### config.mk
export PLATFORM = sky130hd
export DESIGN_NAME = pwm_comb_top
export DESIGN_NICKNAME = d
export VERILOG_FILES = /design/src/rtl/pwm_comb_pkg.sv /design/src/rtl/pwm_comb_regs.sv /design/src/rtl/pwm_comb_cell.sv /design/src/rtl/pwm_comb_route.sv /design/src/rtl/pwm_comb_top.sv
export SDC_FILE = /design/constraint.sdc
export NUM_CORES = 1
export LEC_CHECK = 0
export BUFFER_PORTS_ARGS = -buffer_cell sky130_fd_sc_hd__buf_4
export CORE_UTILIZATION = 57
export CTS_BUF_LIST = sky130_fd_sc_hd__clkbuf_4 sky130_fd_sc_hd__clkbuf_8 sky130_fd_sc_hd__clkbuf_16
export DETAILED_ROUTE_END_ITERATION = 8
export MAX_ROUTING_LAYER = met4
export PLACE_DENSITY = 0.81
export SYNTH_ARGS = -nofsm -noshare
export SYNTH_HDL_FRONTEND = slang
export SYNTH_HIERARCHICAL = 1
export SYNTH_SLANG_ARGS = --single-unit
### constraint.sdc
create_clock -name clk -period 2.8 [get_ports clk]
set_clock_uncertainty 0.05 [all_clocks]
set_input_delay 0.14 -clock clk [delete_from_list [all_inputs] [get_ports clk]]
set_output_delay 0.14 -clock clk [all_outputs]
set_load 0.02 [all_outputs]
### src/rtl/pwm_comb_pkg.sv
package pwm_comb_pkg;

    localparam int SEL_W  = 4;
    localparam int DEST_W = 3;
    localparam int WORD_W = 32;

    typedef enum logic [1:0] {
        FN_OR   = 2'b00,
        FN_AND  = 2'b01,
        FN_XOR  = 2'b10,
        FN_ZERO = 2'b11
    } comb_fn_e;

    typedef struct packed {
        logic [SEL_W-1:0]  sel_a;
        logic [SEL_W-1:0]  sel_b;
        logic              inv_a;
        logic              inv_b;
        comb_fn_e          fn;
        logic [DEST_W-1:0] dest;
    } cell_cfg_t;

    localparam int CFG_W = $bits(cell_cfg_t);

    function automatic cell_cfg_t word_to_cfg(input logic [WORD_W-1:0] w);
        cell_cfg_t c;
        c.sel_a = w[15:12];
        c.sel_b = w[11:8];
        c.inv_a = w[7];
        c.inv_b = w[6];
        c.fn    = comb_fn_e'(w[5:4]);
        c.dest  = w[2:0];
        return c;
    endfunction

    function automatic logic [WORD_W-1:0] cfg_to_word(input cell_cfg_t c);
        logic [WORD_W-1:0] w;
        w        = '0;
        w[15:12] = c.sel_a;
        w[11:8]  = c.sel_b;
        w[7]     = c.inv_a;
        w[6]     = c.inv_b;
        w[5:4]   = c.fn;
        w[2:0]   = c.dest;
        return w;
    endfunction

    function automatic logic apply_fn(input comb_fn_e fn, input logic a, input logic b);
        logic r;
        unique case (fn)
            FN_OR:   r = a | b;
            FN_AND:  r = a & b;
            FN_XOR:  r = a ^ b;
            default: r = 1'b0;
        endcase
        return r;
    endfunction

endpackage

### src/rtl/pwm_comb_regs.sv
module pwm_comb_regs
    import pwm_comb_pkg::*;
#(
    parameter int          NUM_CELLS = 6,
    parameter int          ADDR_W    = 16,
    parameter int unsigned BASE_ADDR = 32'h1020
) (
    input  logic                         clk,
    input  logic                         rst,
    input  logic [ADDR_W-1:0]            bus_addr,
    input  logic                         bus_wr,
    input  logic [WORD_W-1:0]            bus_wdata,
    output logic [WORD_W-1:0]            bus_rdata,
    output cell_cfg_t [NUM_CELLS-1:0]    cfg_o
);

    localparam int STRIDE = 4;

    logic [NUM_CELLS-1:0] hit;
    cell_cfg_t [NUM_CELLS-1:0] cfg_q;

    always_comb begin
        for (int k = 0; k < NUM_CELLS; k++) begin
            hit[k] = (bus_addr == ADDR_W'(BASE_ADDR + STRIDE * k));
        end
    end

    always_ff @(posedge clk) begin
        if (rst) begin
            cfg_q <= '0;
        end else begin
            for (int k = 0; k < NUM_CELLS; k++) begin
                if (bus_wr && hit[k]) begin
                    cfg_q[k] <= word_to_cfg(bus_wdata);
                end
            end
        end
    end

    always_comb begin
        bus_rdata = '0;
        for (int k = 0; k < NUM_CELLS; k++) begin
            if (hit[k]) begin
                bus_rdata = cfg_to_word(cfg_q[k]);
            end
        end
    end

    assign cfg_o = cfg_q;

    generate
        for (genvar k = 0; k < NUM_CELLS; k++) begin : g_chk
            assert_reset_clears_R1: assert property (@(posedge clk)
                rst |=> (cfg_q[k] == '0));

            assert_write_lands_R2: assert property (@(posedge clk) disable iff (rst)
                (bus_wr && bus_addr == ADDR_W'(BASE_ADDR + STRIDE * k))
                |=> (cfg_q[k] == word_to_cfg($past(bus_wdata))));

            assert_other_write_ignored_R3: assert property (@(posedge clk) disable iff (rst)
                !(bus_wr && bus_addr == ADDR_W'(BASE_ADDR + STRIDE * k))
                |=> $stable(cfg_q[k]));
        end
    endgenerate

    assert_unused_bits_zero_R2: assert property (@(posedge clk) disable iff (rst)
        (bus_rdata[31:16] == 16'h0) && !bus_rdata[3]);

endmodule

### src/rtl/pwm_comb_cell.sv
module pwm_comb_cell
    import pwm_comb_pkg::*;
#(
    parameter int NUM_GEN = 8
) (
    input  logic               clk,
    input  logic               rst,
    input  cell_cfg_t          cfg_i,
    input  logic [NUM_GEN-1:0] src_i,
    output logic               out_o
);

    logic raw_a, raw_b;
    logic cond_a, cond_b;

    always_comb begin
        raw_a = 1'b0;
        raw_b = 1'b0;
        for (int i = 0; i < NUM_GEN; i++) begin
            if (int'(cfg_i.sel_a) == i) raw_a = src_i[i];
            if (int'(cfg_i.sel_b) == i) raw_b = src_i[i];
        end
    end

    assign cond_a = raw_a ^ cfg_i.inv_a;
    assign cond_b = raw_b ^ cfg_i.inv_b;
    assign out_o  = apply_fn(cfg_i.fn, cond_a, cond_b);

    assert_zero_code_quiet_R7: assert property (@(posedge clk) disable iff (rst)
        (cfg_i.fn == FN_ZERO) |-> !out_o);

    assert_absent_source_low_R4: assert property (@(posedge clk) disable iff (rst)
        (int'(cfg_i.sel_a) >= NUM_GEN && !cfg_i.inv_a && cfg_i.fn == FN_AND) |-> !out_o);

    assert_invert_both_or_R5: assert property (@(posedge clk) disable iff (rst)
        (int'(cfg_i.sel_a) >= NUM_GEN && cfg_i.inv_a && cfg_i.fn == FN_OR) |-> out_o);

endmodule

### src/rtl/pwm_comb_route.sv
module pwm_comb_route
    import pwm_comb_pkg::*;
#(
    parameter int NUM_GEN   = 8,
    parameter int NUM_CELLS = 6
) (
    input  logic                      clk,
    input  logic                      rst,
    input  cell_cfg_t [NUM_CELLS-1:0] cfg_i,
    input  logic [NUM_CELLS-1:0]      cell_i,
    input  logic [NUM_GEN-1:0]        gen_hi,
    input  logic [NUM_GEN-1:0]        gen_lo,
    output logic [NUM_GEN-1:0]        pin_hi,
    output logic [NUM_GEN-1:0]        pin_lo
);

    always_comb begin
        pin_hi = gen_hi;
        pin_lo = gen_lo;
        // walk from the last cell down so the lowest letter is written last
        for (int c = NUM_CELLS - 1; c >= 0; c--) begin
            for (int g = 1; g < NUM_GEN; g++) begin
                if (int'(cfg_i[c].dest) == g) begin
                    if ((c % 2) == 0) pin_hi[g] = cell_i[c];
                    else              pin_lo[g] = cell_i[c];
                end
            end
        end
    end

    assert_gen0_untouched_R9: assert property (@(posedge clk) disable iff (rst)
        (pin_hi[0] == gen_hi[0]) && (pin_lo[0] == gen_lo[0]));

    generate
        if (NUM_CELLS > 2) begin : g_prio
            assert_first_cell_wins_R10: assert property (@(posedge clk) disable iff (rst)
                (cfg_i[0].dest != '0 && int'(cfg_i[0].dest) < NUM_GEN)
                |-> (pin_hi[cfg_i[0].dest] == cell_i[0]));
            assert_first_low_cell_wins_R8: assert property (@(posedge clk) disable iff (rst)
                (cfg_i[1].dest != '0 && int'(cfg_i[1].dest) < NUM_GEN)
                |-> (pin_lo[cfg_i[1].dest] == cell_i[1]));
        end
    endgenerate

endmodule

### src/rtl/pwm_comb_top.sv
module pwm_comb_top
    import pwm_comb_pkg::*;
#(
    parameter int          NUM_GEN   = 8,
    parameter int          NUM_CELLS = 6,
    parameter int          ADDR_W    = 16,
    parameter int unsigned BASE_ADDR = 32'h1020
) (
    input  logic               clk,
    input  logic               rst,
    input  logic [ADDR_W-1:0]  bus_addr,
    input  logic               bus_wr,
    input  logic [31:0]        bus_wdata,
    output logic [31:0]        bus_rdata,
    input  logic [NUM_GEN-1:0] gen_hi,
    input  logic [NUM_GEN-1:0] gen_lo,
    output logic [NUM_GEN-1:0] pin_hi,
    output logic [NUM_GEN-1:0] pin_lo
);

    cell_cfg_t [NUM_CELLS-1:0] cfg;
    logic [NUM_CELLS-1:0]      cell_out;

    pwm_comb_regs #(
        .NUM_CELLS (NUM_CELLS),
        .ADDR_W    (ADDR_W),
        .BASE_ADDR (BASE_ADDR)
    ) u_regs (
        .clk       (clk),
        .rst       (rst),
        .bus_addr  (bus_addr),
        .bus_wr    (bus_wr),
        .bus_wdata (bus_wdata),
        .bus_rdata (bus_rdata),
        .cfg_o     (cfg)
    );

    generate
        for (genvar k = 0; k < NUM_CELLS; k++) begin : g_cell
            pwm_comb_cell #(
                .NUM_GEN (NUM_GEN)
            ) u_cell (
                .clk   (clk),
                .rst   (rst),
                .cfg_i (cfg[k]),
                .src_i (gen_hi),
                .out_o (cell_out[k])
            );
        end
    endgenerate

    pwm_comb_route #(
        .NUM_GEN   (NUM_GEN),
        .NUM_CELLS (NUM_CELLS)
    ) u_route (
        .clk    (clk),
        .rst    (rst),
        .cfg_i  (cfg),
        .cell_i (cell_out),
        .gen_hi (gen_hi),
        .gen_lo (gen_lo),
        .pin_hi (pin_hi),
        .pin_lo (pin_lo)
    );

endmodule

# --- After elaboration in Yosys (flattened, before gate mapping) ---
# Index checks and enable logic that the tools add are counted.
word_totals:
  ramBits: 0
  out_inout_bits: 48
  wordCells: 384
  ff_bits: 90
  latchBits: 0
  rom_bits: 0
  input_bits: 67
  memories: 0
op_classes:
  bitwise_logic: 30
  n_addsub: 0
  shifts: 0
  reduce_logical: 24
  n_eq_ne: 144
  magnitude_cmp: 0
  mul: 0
  div_mod_pow: 0
  mux: 150
op_table:
  columns: ["cell", "n"]
  rows:
  - ["$eq 4x4->1 const B", 48]
  - ["$mux 1", 138]
  - ["$eq 16x13->1 const B", 6]
  - ["$eq 4x3->1 const B", 24]
  - ["$mux 16", 6]
  - ["$eq 3x3->1 const B", 24]
  - ["$eq 4x2->1 const B", 12]
  - ["$logic_not 4->1", 12]
  - ["$eq 3x2->1 const B", 12]
  - ["$eq 3x1->1 const B", 6]
  - ["$pmux 1 s3", 6]
  - ["$xor 1x1->1", 18]
  - ["$eq 2x1->1 const B", 6]
  - ["$eq 2x2->1 const B", 6]
  - ["$logic_not 2->1", 6]
  - ["$and 1x1->1", 6]
  - ["$logic_and 1x1->1", 6]
  - ["$or 1x1->1", 6]

# --- Longest topological paths before layout ---
logic_depth:
  ltp_word: 15
  ltp_mapped: 11
  depth_no_buf: 11

# --- Modules after synthesis ---
# The synthesis kept the hierarchy.
by_module_without_submodules:
  columns: ["module", "instances", "cells_per_inst", "area_per_inst_um2", "seq_area_each_um2"]
  rows:
  - ["pwm_comb_regs", 1, 524, 4120.2, 1801.7]
  - ["pwm_comb_cell", 6, 22, 234.0, 0.0]
  - ["pwm_comb_route", 1, 120, 835.8, 0.0]

# --- Worst setup path after synthesis ---
# Ideal clock, no wire load.
synth_path:
  kind: "flip-flop to output port"
  startpoint: "reg u_regs.cfg_q (netlist bit u_regs/cfg_o[37])"
  endpoint: "out pin_hi[3]"
  required_time_ps: 2610
  arrival_time_ps: 2671
  n_path_buf: 0
  setup_slack_ps: -61
  path_stages_with_launch: 11
  path_cell_list: "dfxtp_1 -> mux4_1 -> o22ai_1 -> a311oi_2 -> xnor2_1 -> ha_1 -> mux2i_1 -> o21ai_0 -> nor2b_1 -> nand3_1 -> a31oi_1"
synth_via:
  elab_chain_len: 14
  word_cells_on_any_way: 23
  classes_between: "eq/ne: 7; mux: 11; bitwise: 4; reduce/logical: 1"
synth_lines:
  columns: ["item", "line", "source"]
  rows:
  - ["start: declaration", "pwm_comb_regs.sv:20", "cell_cfg_t [NUM_CELLS-1:0] cfg_q;"]
  - ["start signal: indexed assignment", "pwm_comb_regs.sv:34", "cfg_q[k] <= word_to_cfg(bus_wdata);"]
  - ["$logic_not 4->1", "pwm_comb_cell.sv:21", "if (int'(cfg_i.sel_b) == i) raw_b = src_i[i];"]
  - ["$mux 1 (7 in series)", "pwm_comb_cell.sv:21", null]
  - ["$mux 1 (*)", "pwm_comb_cell.sv:21", null]
  - ["$xor 1x1->1 (*)", "pwm_comb_cell.sv:26", "assign cond_b = raw_b ^ cfg_i.inv_b;"]
  - ["$xor 1x1->1, or another cell as far along", "pwm_comb_pkg.sv:53", "FN_XOR: r = a ^ b;"]
  - ["$pmux 1 s3 (*)", "pwm_comb_pkg.sv:50", "unique case (fn)"]
  - ["named net cell_out[2]", "pwm_comb_top.sv:22", "logic [NUM_CELLS-1:0] cell_out;"]
  - ["$mux 1 (*) (2 in series)", "pwm_comb_route.sv:23", "if (int'(cfg_i[c].dest) == g) begin"]
  - ["end: declaration", "pwm_comb_top.sv:17", "output logic [NUM_GEN-1:0] pin_hi,"]
# The timed path passes the listed nets; every way through them passes the cells marked *.

# --- Worst setup path in the final report ---
layout_path:
  startpoint: "reg u_regs.cfg_q (netlist bit u_regs/cfg_o[37])"
  endpoint: "out pin_hi[7]"
# Same word-level chain as after synthesis.

==> summary.md <==
| Metric | Value |
|---|---|
| Global-route wire length before repair | around 32000 µm |
| Cell area after layout | 0.00775 mm² |
| DRT antenna net count | 0 |
| Static Leak | ~2.8 nW |
| Final Max Tran Viols | 0 |
| Status | finished with violations |
| Post-synth top area share | approximately 28% |
| Remaining DRCs | 0 |
| Post-synth EDFFs | 0 |
| Max FFs per register | 90 |
| Core area | 0.0108 mm² |
| P per Cell Area | 323 mW/mm² |
| H-tree depth | 3 |
| Placed cells | roughly 980 |
| Seq/Total Area, Yosys | 28.3% |
| Top-level I/O count | about 120 |
| Share of layout cells above drive strength 1 | between 20% and 30% |
| Async set-reset flop share out of synthesis | 0% |
| Post-DP Area | roughly 0.0071 mm² |
| YS warnings | 6 |
| Clock sinks | 90 |
| Final #Nets | slightly above 900 |
| CP endpoint kind | output pin |
| Worst Tran Pin Value | approximately 1000 ps |
| Initial antenna violation count | 0 |
| Vias per Instance | roughly 6.7 |
| Setup slack after layout | -452 ps |
| Mapped Avg Cell Area | roughly 8 µm² |
| Maximum clock rate | just over 0.3 GHz |
| Combinational power share | between 10% and 20% |
| Internal | around 0.0018 W |
| Synth top area cells | dfxtp_1 (28%), nand2_1 (9.3%), a21oi_1 (6.4%) |
| Dpl hpwl | 14100 µm |
| Post-synth top flop | dfxtp_1 |
| IO buf count | 78 |
| CTS tree | yes |
| Final min period | about 3300 ps |
| Synthesis-to-finish area growth | 21.9% |
| Vias post-DR | ~6.7k |
| Starting density of the core | 58.7% |
| Switching power | roughly 0.00070 W |
| Sw Ratio | between 20% and 30% |
| Endpoints failing setup | 14 |
| Detailed Routing Iterations Pass 1 | 8 |
| Area of the die | 0.0116 mm² |
| Max-Cap Viols | 0 |
| Clk pwr share | approximately 33% |
| Biggest area consumer among synthesized cells | dfxtp_1 |
| Chip width | approximately 110 µm |
| VDD IR-drop max | a little under 0.3 mV |
| Gpl congestion | ~1.0 |
| DR iter-0 viols | between 700 and 800 |
| Gr ovfl total | 0 |
| Largest net degree at the start of global routing | 91 |
| Antenna cells | 0 |
| Worst relative slew slack | 33.4% |
| Critical Path Source Type | flip-flop |
| Register bit total from synthesis | 90 |
| CTS root buf | clkbuf_8 |
| Synth unique cells | 55 |
| Critical Path RT | approximately 2600 ps |
| Hold Fails Final Rpt | 0 |
| Mapped Area | about 0.0064 mm² |
| Hold/Removal Path Class | primary input to flip-flop |
| Die height | roughly 110 µm |
| Cell Count, Final, Fillers Out | around 1000 |
| Clock Tree Buf Depth | 2 |
| All-Layer GR Usage | 37.9% |
| Final wirelength | about 21000 µm |
| Critical Setup Path Class | flip-flop to output pin |
| Setup slack, reg-to-reg | 1670 ps |
| Failing checks | setup timing |
| FP Rows | 38 |
| CTS clk-pin slew, worst paths | about 100 ps |
| CP max FO | 4 |
| CP arrival | 3060 ps |
| Fin crit share | 116% |
| Total clock buffers created by CTS | 9 |
| Mapped Cells | between 700 and 800 |
| Vias in the first global route | approximately 6.5k |
| Unrepaired setup endpoints after global routing | true |
| Sequential share of power | 51.1% |
| Routed WL per cell | between 20 and 25 µm |
| Clock latency at the later pin of the worst-skew pair | roughly 370 ps |
[metrics by stage]
stage	TNS (ps)	setup slack, ps	hold slack (ps)	power (W)	util (%)
floorplan	0	29.8	230	0.00150	-
global placement	-360	-72.5	230	0.00164	65.6
detailed placement	-1680	-228	230	0.00165	65.6
CTS	-5000	-405	1.39	0.00248	70.2
global route	-6960	-565	5.41	0.00258	71.5
finish	-5560	-452	10.5	0.00250	71.5
[worst paths after layout]
| check | startpoint | end | depth (start not counted) |
|---|---|---|---|
| max | u_regs/cfg_o[37] | pin_hi[7] | 12 |
| min | bus_wdata[10] | u_regs/cfg_o[54] | 3 |
| max reg2reg | u_regs/cfg_o[47] | u_regs/cfg_o[47] | 2 |
| min reg2reg | u_regs/cfg_o[56] | u_regs/cfg_o[56] | 2 |
[layer usage]
| metal | GRT usage [%] | routed length [µm] | vias to the layer above |
|---|---|---|---|
| met2 | 61.9 | 10300 | 495 |
| li1 | - | - | 2966 |
| met4 | 17.6 | 903 | 0 |
| met5 | - | 0 | - |
| met1 | 44.8 | 7960 | 3125 |
| met3 | 7.51 | 2290 | 105 |
[cell families after synthesis]
logic type / Yosys count / synth area share [%]
simple gates: 303 / 24.7
buf+inv: 78 / 6.22
fa+ha+maj: 12 / 2.36
other cells: 1 / 0.0590
xor+xnor: 24 / 3.31
mux: 63 / 13.0
flops: 90 / 28.3
compound gates: 205 / 22.0
[what timing repair did]
item | in CTS | in global routing
resized for setup | 56 | 25
setup buffers | 3 | 0
hold buffers | 5 | 0
endpoints found under the setup margin | 14 | 14
hold endpoints to repair | 12 | 0
pin swaps | 18 | 14
[power groups by stage]
stage	registers (W)	clock network, W	logic [W]
3_5_place_dp	0.00131	0	0.000340
3_3_place_gp	0.00131	0	0.000329
2_1_floorplan	0.00131	0	0.000192
4_1_cts	0.00128	0.000833	0.000369
6_report	0.00128	0.000829	0.000394
5_1_grt	0.00128	0.000889	0.000414
[cell usage in the layout, fill, tap and decap left out, types with 16 or more instances in the layout]
master,netlist,layout
dfxtp_1,90,82
mux2i_1,33,33
mux2_2,18,18
a21oi_1,81,81
buf_4,21,106
nand3_1,23,23
conb_1,1,17
nand2_1,157,157
o21ai_0,22,16
nor2_1,28,26
a22oi_1,38,32
[cells in the mapped netlist, drive strengths merged, types with 8 or more instances]
cell / count
nand2: 157
dfxtp: 90
a21oi: 81
a22oi: 40
buf: 37
mux2i: 33
clkbuf: 30
nor2: 28
nand3: 23
o21ai: 22
mux2: 18
o22ai: 14
a311oi: 12
ha: 12
mux4: 12
nand3b: 12
o221ai: 12
xnor2: 12
xor2: 12
inv: 11
nand2b: 10
nor2b: 10
a221oi: 8
a32oi: 8
or2b: 8
[layout make-up]
cell class | instances | area (µm²)
clock buffers | 11 | 145
clock inverters | 5 | 30.0
fillers | 823 | 3090
inverters | 11 | 41.3
multi-input cells | 624 | 4630
flip-flops and latches | 90 | 1810
well taps | 140 | 175
repair buffers | 118 | 925
[critical path, stage by stage (launching register included)]
cell      delay, ps
dfxtp_2         330
buf_4           150
mux2_2          230
o22ai_2          70
a311oi_2        410
xnor2_1         220
ha_1            290
mux2i_1         180
o21ai_2         100
and4_1          230
a31oi_2         220
a32oi_2          80
buf_4           180
(Power assumes the default switching activity.)
